## src/rtl/seq16_pkg.sv

```systemverilog
package seq16_pkg;

  localparam int INSTR_W = 16;
  localparam int OPC_W   = 4;
  localparam int SEL_W   = 3;
  localparam int TGT_W   = 6;

  typedef enum logic [OPC_W-1:0] {
    OP_BRANCH = 4'd0,  OP_G2S  = 4'd1,  OP_CLR   = 4'd2,  OP_G2G  = 4'd3,
    OP_TOGGLE = 4'd4,  OP_ALU  = 4'd5,  OP_INPUT = 4'd6,  OP_WAIT = 4'd7,
    OP_RANDOM = 4'd8,  OP_ROM  = 4'd9,  OP_DRAW  = 4'd10, OP_FILLX = 4'd11,
    OP_FILL   = 4'd12, OP_FILLY = 4'd13, OP_WIPE = 4'd14, OP_END  = 4'd15
  } opcode_e;

  typedef enum logic [SEL_W-1:0] {
    C_ALWAYS = 3'd0, C_CARRY = 3'd1, C_UFLOW = 3'd2, C_OFLOW = 3'd3,
    C_EQ     = 3'd4, C_AGT   = 3'd5, C_BGT   = 3'd6, C_NE    = 3'd7
  } cond_e;

  // Instruction window length in cycles.
  function automatic int unsigned op_cycles(opcode_e op, int unsigned base, int unsigned extra);
    return (op == OP_ALU) ? base + extra : base;
  endfunction

  function automatic logic is_display(opcode_e op);
    return (op >= OP_DRAW) && (op <= OP_WIPE);
  endfunction

  function automatic logic [SEL_W-1:0] display_code(opcode_e op);
    logic [OPC_W-1:0] d;
    d = OPC_W'(op) - OPC_W'(OP_DRAW);
    return d[SEL_W-1:0];
  endfunction

  // Opcodes that write the general register file.
  function automatic logic writes_gpr(opcode_e op);
    return (op == OP_CLR) || (op == OP_G2G) || (op == OP_ALU) ||
           (op == OP_INPUT) || (op == OP_RANDOM) || (op == OP_ROM);
  endfunction

endpackage

```

## src/rtl/seq16_regs.sv

```systemverilog
module seq16_regs #(
  parameter int W  = 8,
  parameter int N  = 8,
  parameter int AW = $clog2(N)
) (
  input  logic                clk,
  input  logic                rst_n,
  input  logic                we,
  input  logic [AW-1:0]       waddr,
  input  logic [W-1:0]        wdata,
  input  logic [AW-1:0]       raddr,
  output logic [W-1:0]        rdata,
  output logic [N-1:0][W-1:0] q_all
);

  logic [N-1:0][W-1:0] mem;

  for (genvar i = 0; i < N; i++) begin : g_entry
    always_ff @(posedge clk or negedge rst_n) begin
      if (!rst_n)                          mem[i] <= '0;
      else if (we && (waddr == AW'(i)))    mem[i] <= wdata;
    end
  end

  assign rdata = mem[raddr];
  assign q_all = mem;

endmodule

```

## src/rtl/seq16_decode.sv

```systemverilog
module seq16_decode
  import seq16_pkg::*;
#(
  parameter int BASE_CYC  = 4,
  parameter int ALU_EXTRA = 6,
  parameter int PH_W      = 4
) (
  input  logic [INSTR_W-1:0] instr,
  output opcode_e            op,
  output logic [SEL_W-1:0]   sel1,
  output logic [SEL_W-1:0]   sel2,
  output logic [TGT_W-1:0]   tgt,
  output logic [PH_W-1:0]    last_ph,
  output logic               is_alu,
  output logic               is_disp,
  output logic               is_wait,
  output logic               is_end,
  output logic               is_branch,
  output logic               is_toggle,
  output logic               is_g2s,
  output logic               gpr_we_kind
);

  assign op   = opcode_e'(instr[INSTR_W-1 -: OPC_W]);
  assign sel1 = instr[INSTR_W-OPC_W-1 -: SEL_W];
  assign sel2 = instr[INSTR_W-OPC_W-SEL_W-1 -: SEL_W];
  assign tgt  = instr[TGT_W-1:0];

  assign last_ph     = PH_W'(op_cycles(op, BASE_CYC, ALU_EXTRA) - 1);
  assign is_alu      = (op == OP_ALU);
  assign is_disp     = is_display(op);
  assign is_wait     = (op == OP_WAIT);
  assign is_end      = (op == OP_END);
  assign is_branch   = (op == OP_BRANCH);
  assign is_toggle   = (op == OP_TOGGLE);
  assign is_g2s      = (op == OP_G2S);
  assign gpr_we_kind = writes_gpr(op);

endmodule

```

## src/rtl/seq16_cond.sv

```systemverilog
module seq16_cond
  import seq16_pkg::*;
#(
  parameter int DATA_W = 8
) (
  input  logic [SEL_W-1:0]  cond,
  input  logic [DATA_W-1:0] a,
  input  logic [DATA_W-1:0] b,
  input  logic              f_carry,
  input  logic              f_uflow,
  input  logic              f_oflow,
  output logic              take
);

  always_comb begin
    unique case (cond_e'(cond))
      C_ALWAYS: take = 1'b1;
      C_CARRY:  take = f_carry;
      C_UFLOW:  take = f_uflow;
      C_OFLOW:  take = f_oflow;
      C_EQ:     take = (a == b);
      C_AGT:    take = (a > b);
      C_BGT:    take = (b > a);
      C_NE:     take = (a != b);
      default:  take = 1'b0;
    endcase
  end

endmodule

```

## src/rtl/seq16_ctrl.sv

```systemverilog
module seq16_ctrl
  import seq16_pkg::*;
#(
  parameter int DATA_W    = 8,
  parameter int BASE_CYC  = 4,
  parameter int ALU_EXTRA = 6
) (
  input  logic              clk,
  input  logic              rst_n,
  output logic [5:0]        pmem_addr,
  input  logic [15:0]       pmem_data,
  output logic [2:0]        rom_addr,
  input  logic [DATA_W-1:0] rom_data,
  input  logic [DATA_W-1:0] user_data,
  input  logic [DATA_W-1:0] rng_data,
  input  logic              resume,
  output logic              alu_req,
  output logic [2:0]        alu_op,
  output logic [DATA_W-1:0] alu_a,
  output logic [DATA_W-1:0] alu_b,
  input  logic [DATA_W-1:0] alu_result,
  input  logic              alu_carry,
  input  logic              alu_uflow,
  input  logic              alu_oflow,
  output logic              disp_strobe,
  output logic [2:0]        disp_cmd,
  input  logic              disp_busy,
  output logic [DATA_W-1:0] disp_x0,
  output logic [DATA_W-1:0] disp_y0,
  output logic [DATA_W-1:0] disp_x1,
  output logic [DATA_W-1:0] disp_y1,
  output logic [DATA_W-1:0] out0,
  output logic [DATA_W-1:0] out1,
  output logic [DATA_W-1:0] indicator,
  output logic              halted
);

  localparam int PH_W   = $clog2(BASE_CYC + ALU_EXTRA);
  localparam int NREG   = 1 << SEL_W;
  localparam int IND_W  = DATA_W;

  // Architectural state
  logic [INSTR_W-1:0] ir;
  logic [PH_W-1:0]    ph;
  logic [TGT_W-1:0]   pc;
  logic               halted_q;
  logic               f_carry, f_uflow, f_oflow;
  logic [IND_W-1:0]   ind_q;

  // Decode
  opcode_e          op;
  logic [SEL_W-1:0] sel1, sel2;
  logic [TGT_W-1:0] tgt;
  logic [PH_W-1:0]  last_ph;
  logic dec_alu, dec_disp, dec_wait, dec_end, dec_branch, dec_toggle, dec_g2s, dec_gwr;

  seq16_decode #(.BASE_CYC(BASE_CYC), .ALU_EXTRA(ALU_EXTRA), .PH_W(PH_W)) u_dec (
    .instr(ir), .op(op), .sel1(sel1), .sel2(sel2), .tgt(tgt), .last_ph(last_ph),
    .is_alu(dec_alu), .is_disp(dec_disp), .is_wait(dec_wait), .is_end(dec_end),
    .is_branch(dec_branch), .is_toggle(dec_toggle), .is_g2s(dec_g2s),
    .gpr_we_kind(dec_gwr)
  );

  // Named sequencing events
  logic in_exec, at_last, wait_stall, disp_stall, instr_done, jump_taken, cond_true;
  logic [TGT_W-1:0] pc_next;

  assign in_exec    = !halted_q && (ph != '0);
  assign at_last    = in_exec && (ph == last_ph);
  assign wait_stall = at_last && dec_wait && !resume;
  assign disp_stall = at_last && dec_disp && disp_busy;
  assign instr_done = at_last && !wait_stall && !disp_stall;
  assign jump_taken = dec_branch && cond_true;
  assign pc_next    = dec_end ? pc : (jump_taken ? tgt : pc + 1'b1);

  // Register files
  logic [NREG-1:0][DATA_W-1:0] spr_q, gpr_q;
  logic [DATA_W-1:0] gpr_rd, gpr_wd, spr_rd_unused;
  logic              gpr_we, spr_we;
  logic [SEL_W-1:0]  gpr_wa;

  assign gpr_we = instr_done && dec_gwr;
  assign gpr_wa = (op == OP_CLR) ? sel1 : sel2;
  assign spr_we = instr_done && dec_g2s;

  always_comb begin
    unique case (op)
      OP_CLR:    gpr_wd = '0;
      OP_G2G:    gpr_wd = gpr_rd;
      OP_ALU:    gpr_wd = alu_result;
      OP_INPUT:  gpr_wd = user_data;
      OP_RANDOM: gpr_wd = rng_data;
      OP_ROM:    gpr_wd = rom_data;
      default:   gpr_wd = '0;
    endcase
  end

  seq16_regs #(.W(DATA_W), .N(NREG)) u_gpr (
    .clk(clk), .rst_n(rst_n), .we(gpr_we), .waddr(gpr_wa), .wdata(gpr_wd),
    .raddr(sel1), .rdata(gpr_rd), .q_all(gpr_q)
  );

  seq16_regs #(.W(DATA_W), .N(NREG)) u_spr (
    .clk(clk), .rst_n(rst_n), .we(spr_we), .waddr(sel2), .wdata(gpr_rd),
    .raddr(sel1), .rdata(spr_rd_unused), .q_all(spr_q)
  );

  seq16_cond #(.DATA_W(DATA_W)) u_cond (
    .cond(sel1), .a(spr_q[0]), .b(spr_q[1]),
    .f_carry(f_carry), .f_uflow(f_uflow), .f_oflow(f_oflow), .take(cond_true)
  );

  // Sequencer
  always_ff @(posedge clk or negedge rst_n) begin
    if (!rst_n) begin
      ir       <= '0;
      ph       <= '0;
      pc       <= '0;
      halted_q <= 1'b0;
    end else if (!halted_q) begin
      if (ph == '0) begin
        ir <= pmem_data;
        ph <= PH_W'(1);
      end else if (instr_done) begin
        ph <= '0;
        pc <= pc_next;
        if (dec_end) halted_q <= 1'b1;
      end else if (!(wait_stall || disp_stall)) begin
        ph <= ph + 1'b1;
      end
    end
  end

  // Flags and indicator
  always_ff @(posedge clk or negedge rst_n) begin
    if (!rst_n) begin
      f_carry <= 1'b0;
      f_uflow <= 1'b0;
      f_oflow <= 1'b0;
      ind_q   <= '0;
    end else if (instr_done) begin
      if (dec_alu) begin
        f_carry <= alu_carry;
        f_uflow <= alu_uflow;
        f_oflow <= alu_oflow;
      end
      if (dec_toggle) ind_q[sel1] <= ~ind_q[sel1];
    end
  end

  // Outputs
  assign pmem_addr   = pc;
  assign rom_addr    = sel1;
  assign alu_req     = in_exec && (ph == PH_W'(1)) && dec_alu;
  assign alu_op      = sel1;
  assign alu_a       = spr_q[0];
  assign alu_b       = spr_q[1];
  assign disp_strobe = in_exec && (ph == PH_W'(1)) && dec_disp;
  assign disp_cmd    = dec_disp ? display_code(op) : '0;
  assign out0        = spr_q[2];
  assign out1        = spr_q[3];
  assign disp_x0     = spr_q[4];
  assign disp_y0     = spr_q[5];
  assign disp_x1     = spr_q[6];
  assign disp_y1     = spr_q[7];
  assign indicator   = ind_q;
  assign halted      = halted_q;

  logic unused_ok;
  assign unused_ok = ^{spr_rd_unused, gpr_q};

endmodule

```

## config.mk

```make
export PLATFORM = sky130hd
export DESIGN_NAME = seq16_ctrl
export DESIGN_NICKNAME = d
export VERILOG_FILES = /design/src/rtl/seq16_pkg.sv /design/src/rtl/seq16_regs.sv /design/src/rtl/seq16_decode.sv /design/src/rtl/seq16_cond.sv /design/src/rtl/seq16_ctrl.sv
export SDC_FILE = /design/constraint.sdc
export NUM_CORES = 1
export LEC_CHECK = 0
export ABC_AREA = 1
export BUFFER_PORTS_ARGS = -buffer_cell sky130_fd_sc_hd__buf_2
export CAP_MARGIN = 10
export CORE_ASPECT_RATIO = 1.2
export CORE_UTILIZATION = 50
export CTS_BUF_LIST = sky130_fd_sc_hd__clkbuf_4 sky130_fd_sc_hd__clkbuf_8 sky130_fd_sc_hd__clkbuf_16
export CTS_CLUSTER_SIZE = 28
export DETAILED_ROUTE_END_ITERATION = 10
export GPL_ROUTABILITY_DRIVEN = 0
export PLACE_DENSITY = 0.73
export SYNTH_ARGS = -nofsm -noshare
export SYNTH_HDL_FRONTEND = slang
export SYNTH_SLANG_ARGS = --single-unit
export TNS_END_PERCENT = 10
```

## constraint.sdc

```tcl
create_clock -name clk -period 2.3 [get_ports clk]
set_input_delay 0.115 -clock clk [delete_from_list [all_inputs] [get_ports clk]]
set_output_delay 0.115 -clock clk [all_outputs]
set_load 0.05 [all_outputs]
```

# == Word-level counts from Yosys, hierarchy flattened ==
# Index checks and enable logic that the tools add are counted.
# classes
add_sub_neg,4
order_cmp,6
n_eq_ne,36
n_mux,20
bitwise,4
n_reduce_logical,53
# ops
operator,n
$pmux W8 S5,1
$eq A3 B3 Y1 const B,12
$logic_and A1 B1 Y1,32
$bmux W8 S3,1
$eq A3 B2 Y1 const B,6
$eq A4 B3 Y1 const B,4
$gt A8 B8 Y1,2
$mux W4,4
$eq A4 B4 Y1 const B,3
$eq A3 B1 Y1 const B,3
$logic_not A3 Y1,3
$bwmux W8,1
$eq A4 B1 Y1 const B,2
$eq A4 B2 Y1 const B,2
$eq A8 B8 Y1,1
$logic_not A4 Y1,2
$mux W8,1
$ne A8 B8 Y1,1
$pmux W1 S8,1
$reduce_and A2 Y1,4
$add A6 B1 Y6 const B,1
$logic_or A1 B1 Y1,6
$mux W1,6
$mux W3,2
16 further kinds,22
# word_totals
reg_bits,166
in_bits,55
output_inout_bits,90
word_cells,147

# == Longest topological paths before layout ==
# Gate-level depths: netlist (run 1).
# logic_depth
word_depth,13
mapped_depth,15
mapped_depth_nobuf,15

# == Modules after synthesis ==
# A second synthesis (run 1) with hierarchy kept.
# unflattened
hier_cells,1318
area_unflattened_um2,9422.8
# modules_own_cells
mod,n_inst,cells_per_inst,area_each_um2,seq_area_each_um2
seq16_regs,2,439,3189.3,1601.5
seq16_ctrl,1,343,2497.4,950.9
seq16_cond,1,50,285.3,0.0
seq16_decode,1,47,261.5,0.0

# == Worst setup path after synthesis (run 1) ==
# Ideal clock, no wire load.
# synth_timing
kind,reg-to-reg
start,"reg u_spr.mem, in the netlist u_spr.q_all[15]"
end,reg pc[0] (netlist: pmem_addr[0])
setup_time_ps,118
arrival_ps,2002
t_required_ps,2182
path_slack_ps,180
stages_incl_launch_ff,12
n_path_buf,0
synth_period_minus_slack_ps,2120
cell_sequence,dfrtp_1 -> inv_1 -> ha_1 -> nand2_1 -> nor2_1 -> nand3_1 -> a21oi_1 -> nand3_1 -> nand2_1 -> nand2_1 -> nand3_1 -> nand2_1
# synth_via
elab_chain_cells,4
word_cells_on_any_way,7
classes_between,order compare (2); eq/ne (2); mux (2); reduce/logical (1)
# synth_lines
item,line_no,rtl
"start, declared",seq16_regs.sv:16,logic [N-1:0][W-1:0] mem;
"start signal, assigned by index",seq16_regs.sv:21,else if (we && (waddr == AW'(i))) mem[i] <= wdata;
"$gt A8 B8 Y1, or another cell as far along",seq16_cond.sv:23,C_BGT: take = (b > a);
$pmux W1 S8 *,seq16_cond.sv:16,unique case (cond_e'(cond))
$logic_and A1 B1 Y1 *,seq16_ctrl.sv:73,assign jump_taken = dec_branch && cond_true;
$mux W6 *,seq16_ctrl.sv:74,assign pc_next = dec_end ? pc : (jump_taken ? tgt : pc + 1'b1);
"end signal, assigned",seq16_ctrl.sv:126,pc <= pc_next;
"end, declared",seq16_ctrl.sv:45,logic [TGT_W-1:0] pc;
# Mark *: on every way between the ends. The rest lies on a longest branch, timed or not.
# A chain may end at the register's enable or synchronous reset.

# == Worst setup path after layout (run 1) ==
# layout_timing
start,reg ir[9]
end,"reg u_gpr.mem, in the netlist u_gpr.q_all[37]"
# layout_via
elab_chain_cells,3
word_cells_on_any_way,6
classes_between,eq/ne (1); mux (4); reduce/logical (1)
# layout_lines
item,line_no,rtl
"start, declared",seq16_ctrl.sv:43,logic [INSTR_W-1:0] ir;
"start signal, assigned",seq16_ctrl.sv:122,ir <= pmem_data;
$bmux W8 S3 or $mux W3 (tied branches),"seq16_regs.sv:25, seq16_ctrl.sv:83",
$mux W8 (implied by the code) or $eq A3 B3 Y1 (tied branches),"seq16_regs.sv:25, seq16_regs.sv:21",
$pmux W8 S5 or $logic_and A1 B1 Y1 (tied branches),"seq16_ctrl.sv:87, seq16_regs.sv:21",
"end signal, assigned by index",seq16_regs.sv:21,
"end, declared",seq16_regs.sv:16,
# Parallel ways exist; a longest one is shown, timed or not. The select of a mux whose other input is x is not followed.

==> results of run 1 <==
==> registers in the layout, summed over array words and instances, names as in the netlist <==
signal / cells
f_uflow: 1
ir: 16
f_carry: 1
f_oflow: 1
indicator: 8
u_spr.q_all: 64
pmem_addr: 6
ph: 4
halted: 1
u_gpr.q_all: 64
==> power breakdown <==
group          total [µW]  leakage, µW  switching, µW  internal [µW]
clock network        2840     0.000275           1210           1640
logic                 475      0.00279            321            154
registers            2960      0.00225           21.2           2940
total                6280      0.00531           1550           4730
==> layout by cell type, fill, tap and decap left out, types with 3 or more instances in the layout <==
master           n
a21oi_1         23
dfrtp_1        166
nand3_1        128
clkbuf_16       17
xnor2_1          3
ha_1            13
nor2_2           8
nor2_4           3
nand3_2          4
a22oi_1         21
a31oi_1          5
inv_1           50
o21ai_0          8
buf_2          143
o21ai_1         74
nor2_1          64
clkinvlp_4       5
inv_2           10
nand2_1        357
dlygate4sd3_1   20
buf_12           5
xor2_1           3
nand4_1         11
nand2_2         10
buf_6            4
buf_4           34
==> worst paths after layout <==
path / end / cells past startpoint
worst min-delay path: u_spr.q_all[43]$_DFFE_PN0P_ / 2
worst min register to register: f_uflow$_DFFE_PN0P_ / 2
max in group asynchronous: u_spr.q_all[30]$_DFFE_PN0P_ / 3
min in group clk: u_gpr.q_all[19]$_DFFE_PN0P_ / 5
worst max-delay path: u_gpr.q_all[37]$_DFFE_PN0P_ / 11
worst max register to register: u_gpr.q_all[37]$_DFFE_PN0P_ / 11
==> cell usage after synthesis <==
| cell type | instances |
|---|---|
| a21o_1 | 1 |
| a21oi_1 | 23 |
| a22oi_1 | 21 |
| a31oi_1 | 5 |
| buf_2 | 19 |
| buf_4 | 8 |
| clkbuf_1 | 12 |
| clkinv_1 | 1 |
| dfrtp_1 | 166 |
| ha_1 | 13 |
| inv_1 | 50 |
| inv_2 | 10 |
| nand2_1 | 363 |
| nand2_2 | 4 |
| nand3_1 | 128 |
| nand3_2 | 4 |
| nand3b_1 | 1 |
| nand4_1 | 11 |
| nor2_1 | 64 |
| nor2_2 | 9 |
| nor2_4 | 2 |
| nor3_1 | 1 |
| nor3b_1 | 2 |
| o2111ai_1 | 1 |
| o21ai_0 | 8 |
| o21ai_1 | 74 |
| o21ai_2 | 1 |
| o22ai_1 | 1 |
| xnor2_1 | 3 |
| xor2_1 | 3 |
==> logic make-up after synthesis <==
family	synth area share (%)
adders and majority gates	2.03
xor gates and xnor gates	0.655
DFF	51.7
and+or+nand+nor	30.9
AOI/OAI and AO/OA	9.29
buffers and inverters	5.35
==> what timing repair did <==
| item | in CTS | in global routing |
|---|---|---|
| resized for setup | 0 | 10 |
| hold endpoints to repair | 67 | 0 |
| setup endpoints to repair | 0 | 123 |
| hold buffers | 20 | 0 |
==> cell type report <==
cell class | count | area [µm²] | area share [%]
Clock buffer | 19 | 440 | 4.40
Clock inverter | 13 | 149 | 1.49
Inverter | 61 | 229 | 2.29
Multi-Input combinational cell | 743 | 3470 | 34.6
Sequential cell | 166 | 4150 | 41.5
Tap cell | 208 | 260 | 2.60
Timing Repair Buffer | 206 | 1320 | 13.1
==> layer usage <==
layer  track usage, %  vias up  wire length [µm]  share of wire, %
li1                 -     3687                 -                 -
met1             37.9     3635              9450                41
met2             46.1      334             11100                49
met3             4.77       59              1560               6.8
met4             13.5        0               721               3.2
met5                0        -                 0                 0
==> through the flow <==
step | setup TNS, ps | area [µm²] | util (%) | hold slack (ps)
finish | 0 | 10000 | 64.1 | 196
global route | -597 | 10000 | 64.1 | 243
CTS | 0 | 9990 | 63.9 | 221
detailed placement | 0 | 9200 | 58.8 | 89.0
global placement | 0 | 9200 | 58.8 | 84.6
floorplan | 0 | 8030 | - | -181
==> impl_metrics.csv, run 1 <==
group,metric,value,unit
run_status,status,"finished clean",
sta,final_hold_viol_count,0,
critical_path,critPathSlowestCell,"dfrtp_1",
synth,synth_cells,1009,
final_layout,fill_cells,1348,
synth,syn_avg_cell_area,7.96,µm²
critical_path,critPathMaxFanout,18,
flow_run,maxCapViolCount,0,
synth,yosys-top-cells-area,"dfrtp_1 52%, nand2_1 17%, nand3_1 8.0%, o21ai_1 4.6%, nor2_1 3.0%",
placement,port_buffers,144,
drt,via_per_inst,5.45,
grt,grt_pass1_wl,37.0,mm
synth,yosysTopAreaCell,"dfrtp_1",
floorplanning,core-area,15600,µm²
sta,worst_slack,87.0,ps
final_layout,diodes,0,
drt,wl,22.8,mm
critical_path,critPathKind,"flip-flop to flip-flop",
min_path,hold_class,"input port to asynchronous set/reset pin",
drt,drtPass1Iterations,5,
sta,maxSlewHeadroom,67.6,%
sta,slew_violations,0,
grt,grt-ovfl-total,0,
clocking,cts_sinks,166,
drt,wire_per_inst,16.1,µm
floorplanning,start_util,51.3,%
final_layout,num-nets-final,1263,
final_layout,stdcell_count,1416,
placement,dpl.cell_count,1364,
clocking,htreeDepth,4,
synth,synth_nets,1077,
clocking,clkTransAtPathRegs,70,ps
critical_path,cp_num_buf_inv,2,
clocking,cts_tree,"yes",
synth,ys_types,30,
critical_path,worstPathArrival,2530,ps
sta,final-setup-viol-count,0,
floorplanning,io_pins,145,
placement,pre_cts_ws,116,ps
clocking,cts_buffers,17,
synth,synth_area,8030,µm²
drt,drc,0,
drt,num_vias,7715,
critical_path,crit_start,"ir[9]$_DFFE_PN0P_",
clocking,cts_buffer_depth,2,
critical_path,required,2610,ps
floorplanning,fp.dieW,118,µm
critical_path,critPathMaxStageDelay,490,ps
sta,fmax,452,MHz
power,power_leakage,0.00531,µW
sta,worst_clock_skew,8.16,ps
placement,dpl.hpwl,16.2,mm
grt,grt_use_total,28.7,%
sta,worst_pin_slew,485,ps
sta,grt_setup_unrepaired,"yes",
clocking,root_buffer,"clkbuf_16",
power,ir_worst_vdd,0.000464,V
final_layout,drive_gt1_share,21.1,%
critical_path,path_cells,"nand2_1 > clkinv_1 > buf_12 > a22oi_1 > nand2_1 > nand2_1 > nand2_1 > nand2_1 > nand2_1 > nand3_1 > nand2_1",
critical_path,reg2reg_from,"ir[9]$_DFFE_PN0P_",
drt,postRouteAntennaNets,0,
grt,grt_pass1_vias,7159,
critical_path,end_kind,"flip-flop",
clocking,insertion_delay,420,ps
critical_path,worst_path_most_repeated_cell,"nand2_1",
clocking,post_cts_buffers,0,
power,p_total,6280,µW
floorplanning,num_rows,50,
floorplanning,fp.dieH,141,µm
synth,synth_top_cell_area_share,51.7,%
floorplanning,die-area,16600,µm²
sta,fin_crit_sh,96.2,%
synth,ys_seq_area_share,51.7,%
critical_path,critical_path.top_delay_family,"simple AND/OR/NAND/NOR gates",
synth,ys_ff_latch,166,
sta,min_period,2210,ps
critical_path,r2r_slack,90,ps
synth,yosysWarnings,0,
drt,drt_iter0_drc,761,
final_layout,area_growth,24.8,%
power,power_density,627,nW/µm²
grt,antenna_found_initial,0,
critical_path,startpoint_type,"flip-flop",
grt,grt_max_degree,65,
Power figures use the tool's default switching activity.
==> run 2, diff against run 1 <==
--- a/config.mk
+++ b/config.mk
@@ -5,16 +5,15 @@
 export SDC_FILE = /design/constraint.sdc
 export NUM_CORES = 1
 export LEC_CHECK = 0
-export ABC_AREA = 1
 export BUFFER_PORTS_ARGS = -buffer_cell sky130_fd_sc_hd__buf_2
 export CAP_MARGIN = 10
 export CORE_ASPECT_RATIO = 1.2
-export CORE_UTILIZATION = 50
+export CORE_UTILIZATION = 55
 export CTS_BUF_LIST = sky130_fd_sc_hd__clkbuf_4 sky130_fd_sc_hd__clkbuf_8 sky130_fd_sc_hd__clkbuf_16
 export CTS_CLUSTER_SIZE = 28
 export DETAILED_ROUTE_END_ITERATION = 10
 export GPL_ROUTABILITY_DRIVEN = 0
-export PLACE_DENSITY = 0.73
+export PLACE_DENSITY = 0.79
 export SYNTH_ARGS = -nofsm -noshare
 export SYNTH_HDL_FRONTEND = slang
 export SYNTH_SLANG_ARGS = --single-unit
==> impl_metrics.csv, run 2 <==
group,metric,value,unit
run_status,status,"complete, but fails checks",
floorplanning,die-area,14900,µm²
synth,syn_avg_cell_area,12.7,µm²
clocking,cts_sinks,166,
grt,grt_max_degree,62,
sta,min_period,2540,ps
critical_path,critPathKind,"flip-flop to flip-flop",
clocking,clkTransAtPathRegs,60,ps
power,power_density,1270,nW/µm²
sta,worst_pin_slew,632,ps
critical_path,critPathMaxFanout,16,
power,ir_worst_vdd,0.000705,V
clocking,insertion_delay,430,ps
drt,wl,23.8,mm
sta,maxSlewHeadroom,57.6,%
synth,synth_top_cell_area_share,52.3,%
sta,final_hold_viol_count,0,
grt,busiest_layer,"met2",
final_layout,area_growth,36.8,%
synth,ys_ff_latch,166,
floorplanning,core-area,13900,µm²
grt,grt_use_total,31.8,%
floorplanning,num_rows,47,
drt,via_per_inst,6.04,
clocking,cts_tree,"yes",
sta,fmax,393,MHz
grt,antenna_found_initial,0,
drt,postRouteAntennaNets,0,
drt,wire_per_inst,22.3,µm
floorplanning,fp.dieH,134,µm
final_layout,diodes,0,
final_layout,drive_gt1_share,54.1,%
synth,ys_async_sr_fraction,100,%
synth,synth_nets,694,
synth,synth_area,7950,µm²
final_layout,mostFrequentLayoutCell,"dfrtp_1",
placement,port_buffers,144,
run_status,violations,"DRC, setup timing",
drt,drt_iter0_drc,483,
clocking,cts_buffers,17,
power,power_leakage,0.00554,µW
final_layout,fin_util,78.0,%
final_layout,multi_input_area,3920,µm²
grt,grt-ovfl-total,0,
synth,ys_seq_area_share,52.3,%
grt,grt_pass1_vias,6622,
drt,drtPass1Iterations,8,
sta,hold_ws,202,ps
synth,yosys-top-cells-area,"dfrtp_1 52%, mux2_2 18%, mux4_2 5.1%, mux2i_1 2.5%, ha_1 2.0%",
sta,final-setup-viol-count,138,
final_layout,num-nets-final,955,
synth,yosysTopAreaCell,"dfrtp_1",
critical_path,end_kind,"flip-flop",
sta,slew_violations,0,
synth,synth-main-ff-cell,"dfrtp_1",
sta,fin_crit_sh,111,%
synth,synth_edf_count,0,
critical_path,startpoint_type,"flip-flop",
clocking,htreeDepth,4,
grt,grt_use_met1,37.8,%
final_layout,seq_area,4160,µm²
drt,num_vias,6468,
placement,dpl.hpwl,15.4,mm
clocking,cts_buffer_depth,2,
synth,yosysMostFrequentCell,"dfrtp_1",
synth,yosysWarnings,0,
final_layout,fill_cells,785,
synth,synth_cells,626,
synth,ys_types,53,
floorplanning,fp.dieW,112,µm
synth,synthTopCellsByCount,"166 x dfrtp_1, 128 x mux2_2, 39 x nor2_1",
flow_run,maxCapViolCount,0,
grt,met3_usage,6.32,%
critical_path,required,2610,ps
min_path,hold_class,"input port to asynchronous set/reset pin",
final_layout,final_cell_mix,"163 x dfrtp_1, 144 x buf_2, 98 x mux2_2",
sta,grt_setup_unrepaired,"yes",
sta,worst_slack,-242,ps
clocking,root_buffer,"clkbuf_16",
grt,grt_pass1_wl,35.7,mm
floorplanning,io_pins,145,
sta,worst_clock_skew,8.29,ps
grt,met2_usage,54.7,%
drt,drc,14,
critical_path,worstPathArrival,2850,ps
floorplanning,start_util,57.0,%
run 2: cell type report:
type	instances	share of cell area, %
flip-flops and latches	166	38.2
inverters	20	0.736
repair buffers	274	17.4
clock buffers	22	4.55
well taps	171	1.97
multi-input cells	408	36.0
clock inverters	10	1.09
run 2: cells by family (layout without fill, tap and decap cells):
group           count (synthesis)  in the layout  synth area share, %
buf+inv                        53            326                 3.01
mux                           170            170                 26.4
flops                         166            166                 52.3
simple gates                  142            143                 9.67
xor+xnor                        1              1                0.110
compound gates                 81             81                 6.53
fa+ha+maj                      13             13                 2.05
run 2: path summary, 6_finish.rpt:
path | start | endpoint | slack (ps) | cells after the start
max in group asynchronous | rst_n | u_gpr.q_all[28]$_DFFE_PN0P_ | 1370 | 3
min in group clk | rom_data[6] | u_gpr.q_all[14]$_DFFE_PN0P_ | 250 | 4
setup / recovery | ir[13]$_DFFE_PN0P_ | u_spr.q_all[9]$_DFFE_PN0P_ | -240 | 10
hold / removal | rst_n | u_spr.q_all[31]$_DFFE_PN0P_ | 200 | 2
setup reg to reg | ir[13]$_DFFE_PN0P_ | u_spr.q_all[9]$_DFFE_PN0P_ | -240 | 10
hold reg to reg | u_spr.q_all[54]$_DFFE_PN0P_ | u_spr.q_all[54]$_DFFE_PN0P_ | 500 | 1
run 2: worst max-delay path: stages (launching register included):
cell,delay (ps)
dfrtp_2,450
and4bb_2,360
and3_1,190
o211a_1,190
buf_4,140
buf_4,110
nand4_1,190
or3_1,400
buf_6,170
nor2_1,140
a21oi_1,70
run 2: report_power, final:
part           internal (µW)  switching [µW]  total, µW
Clock                   1750            1170       2910
Combinational           2750            3830       6580
Sequential              3650             653       4310
run 2: repair_timing:
item	CTS	global route
gates resized for setup	49	37
pin swaps	6	13
hold endpoints to repair	73	0
setup endpoints to repair	132	142
gates cloned	0	2
buffers inserted	1	8
hold buffers	20	0
run 2: stage by stage:
step / power (µW) / TNS [ps] / setup WS (ps) / instance area [µm²] / instances
after floorplan: 8010 / -12010 / -273 / 8040 / 626
after global placement: 9960 / -5400 / -140 / 9650 / 1009
after detailed placement: 10200 / -15560 / -270 / 9650 / 1009
after CTS: 13400 / -7390 / -125 / 10700 / 1062
after global routing: 14300 / -26300 / -333 / 10900 / 1071
final: 13800 / -16610 / -242 / 10900 / 1071
run 2: routing by layer:
metal  share of wire [%]  vias to the layer above
met4                 4.6                        0
met1                  37                     3256
met2                  52                      312
met3                 5.8                       87
li1                    -                     2813
met5                   0                        -
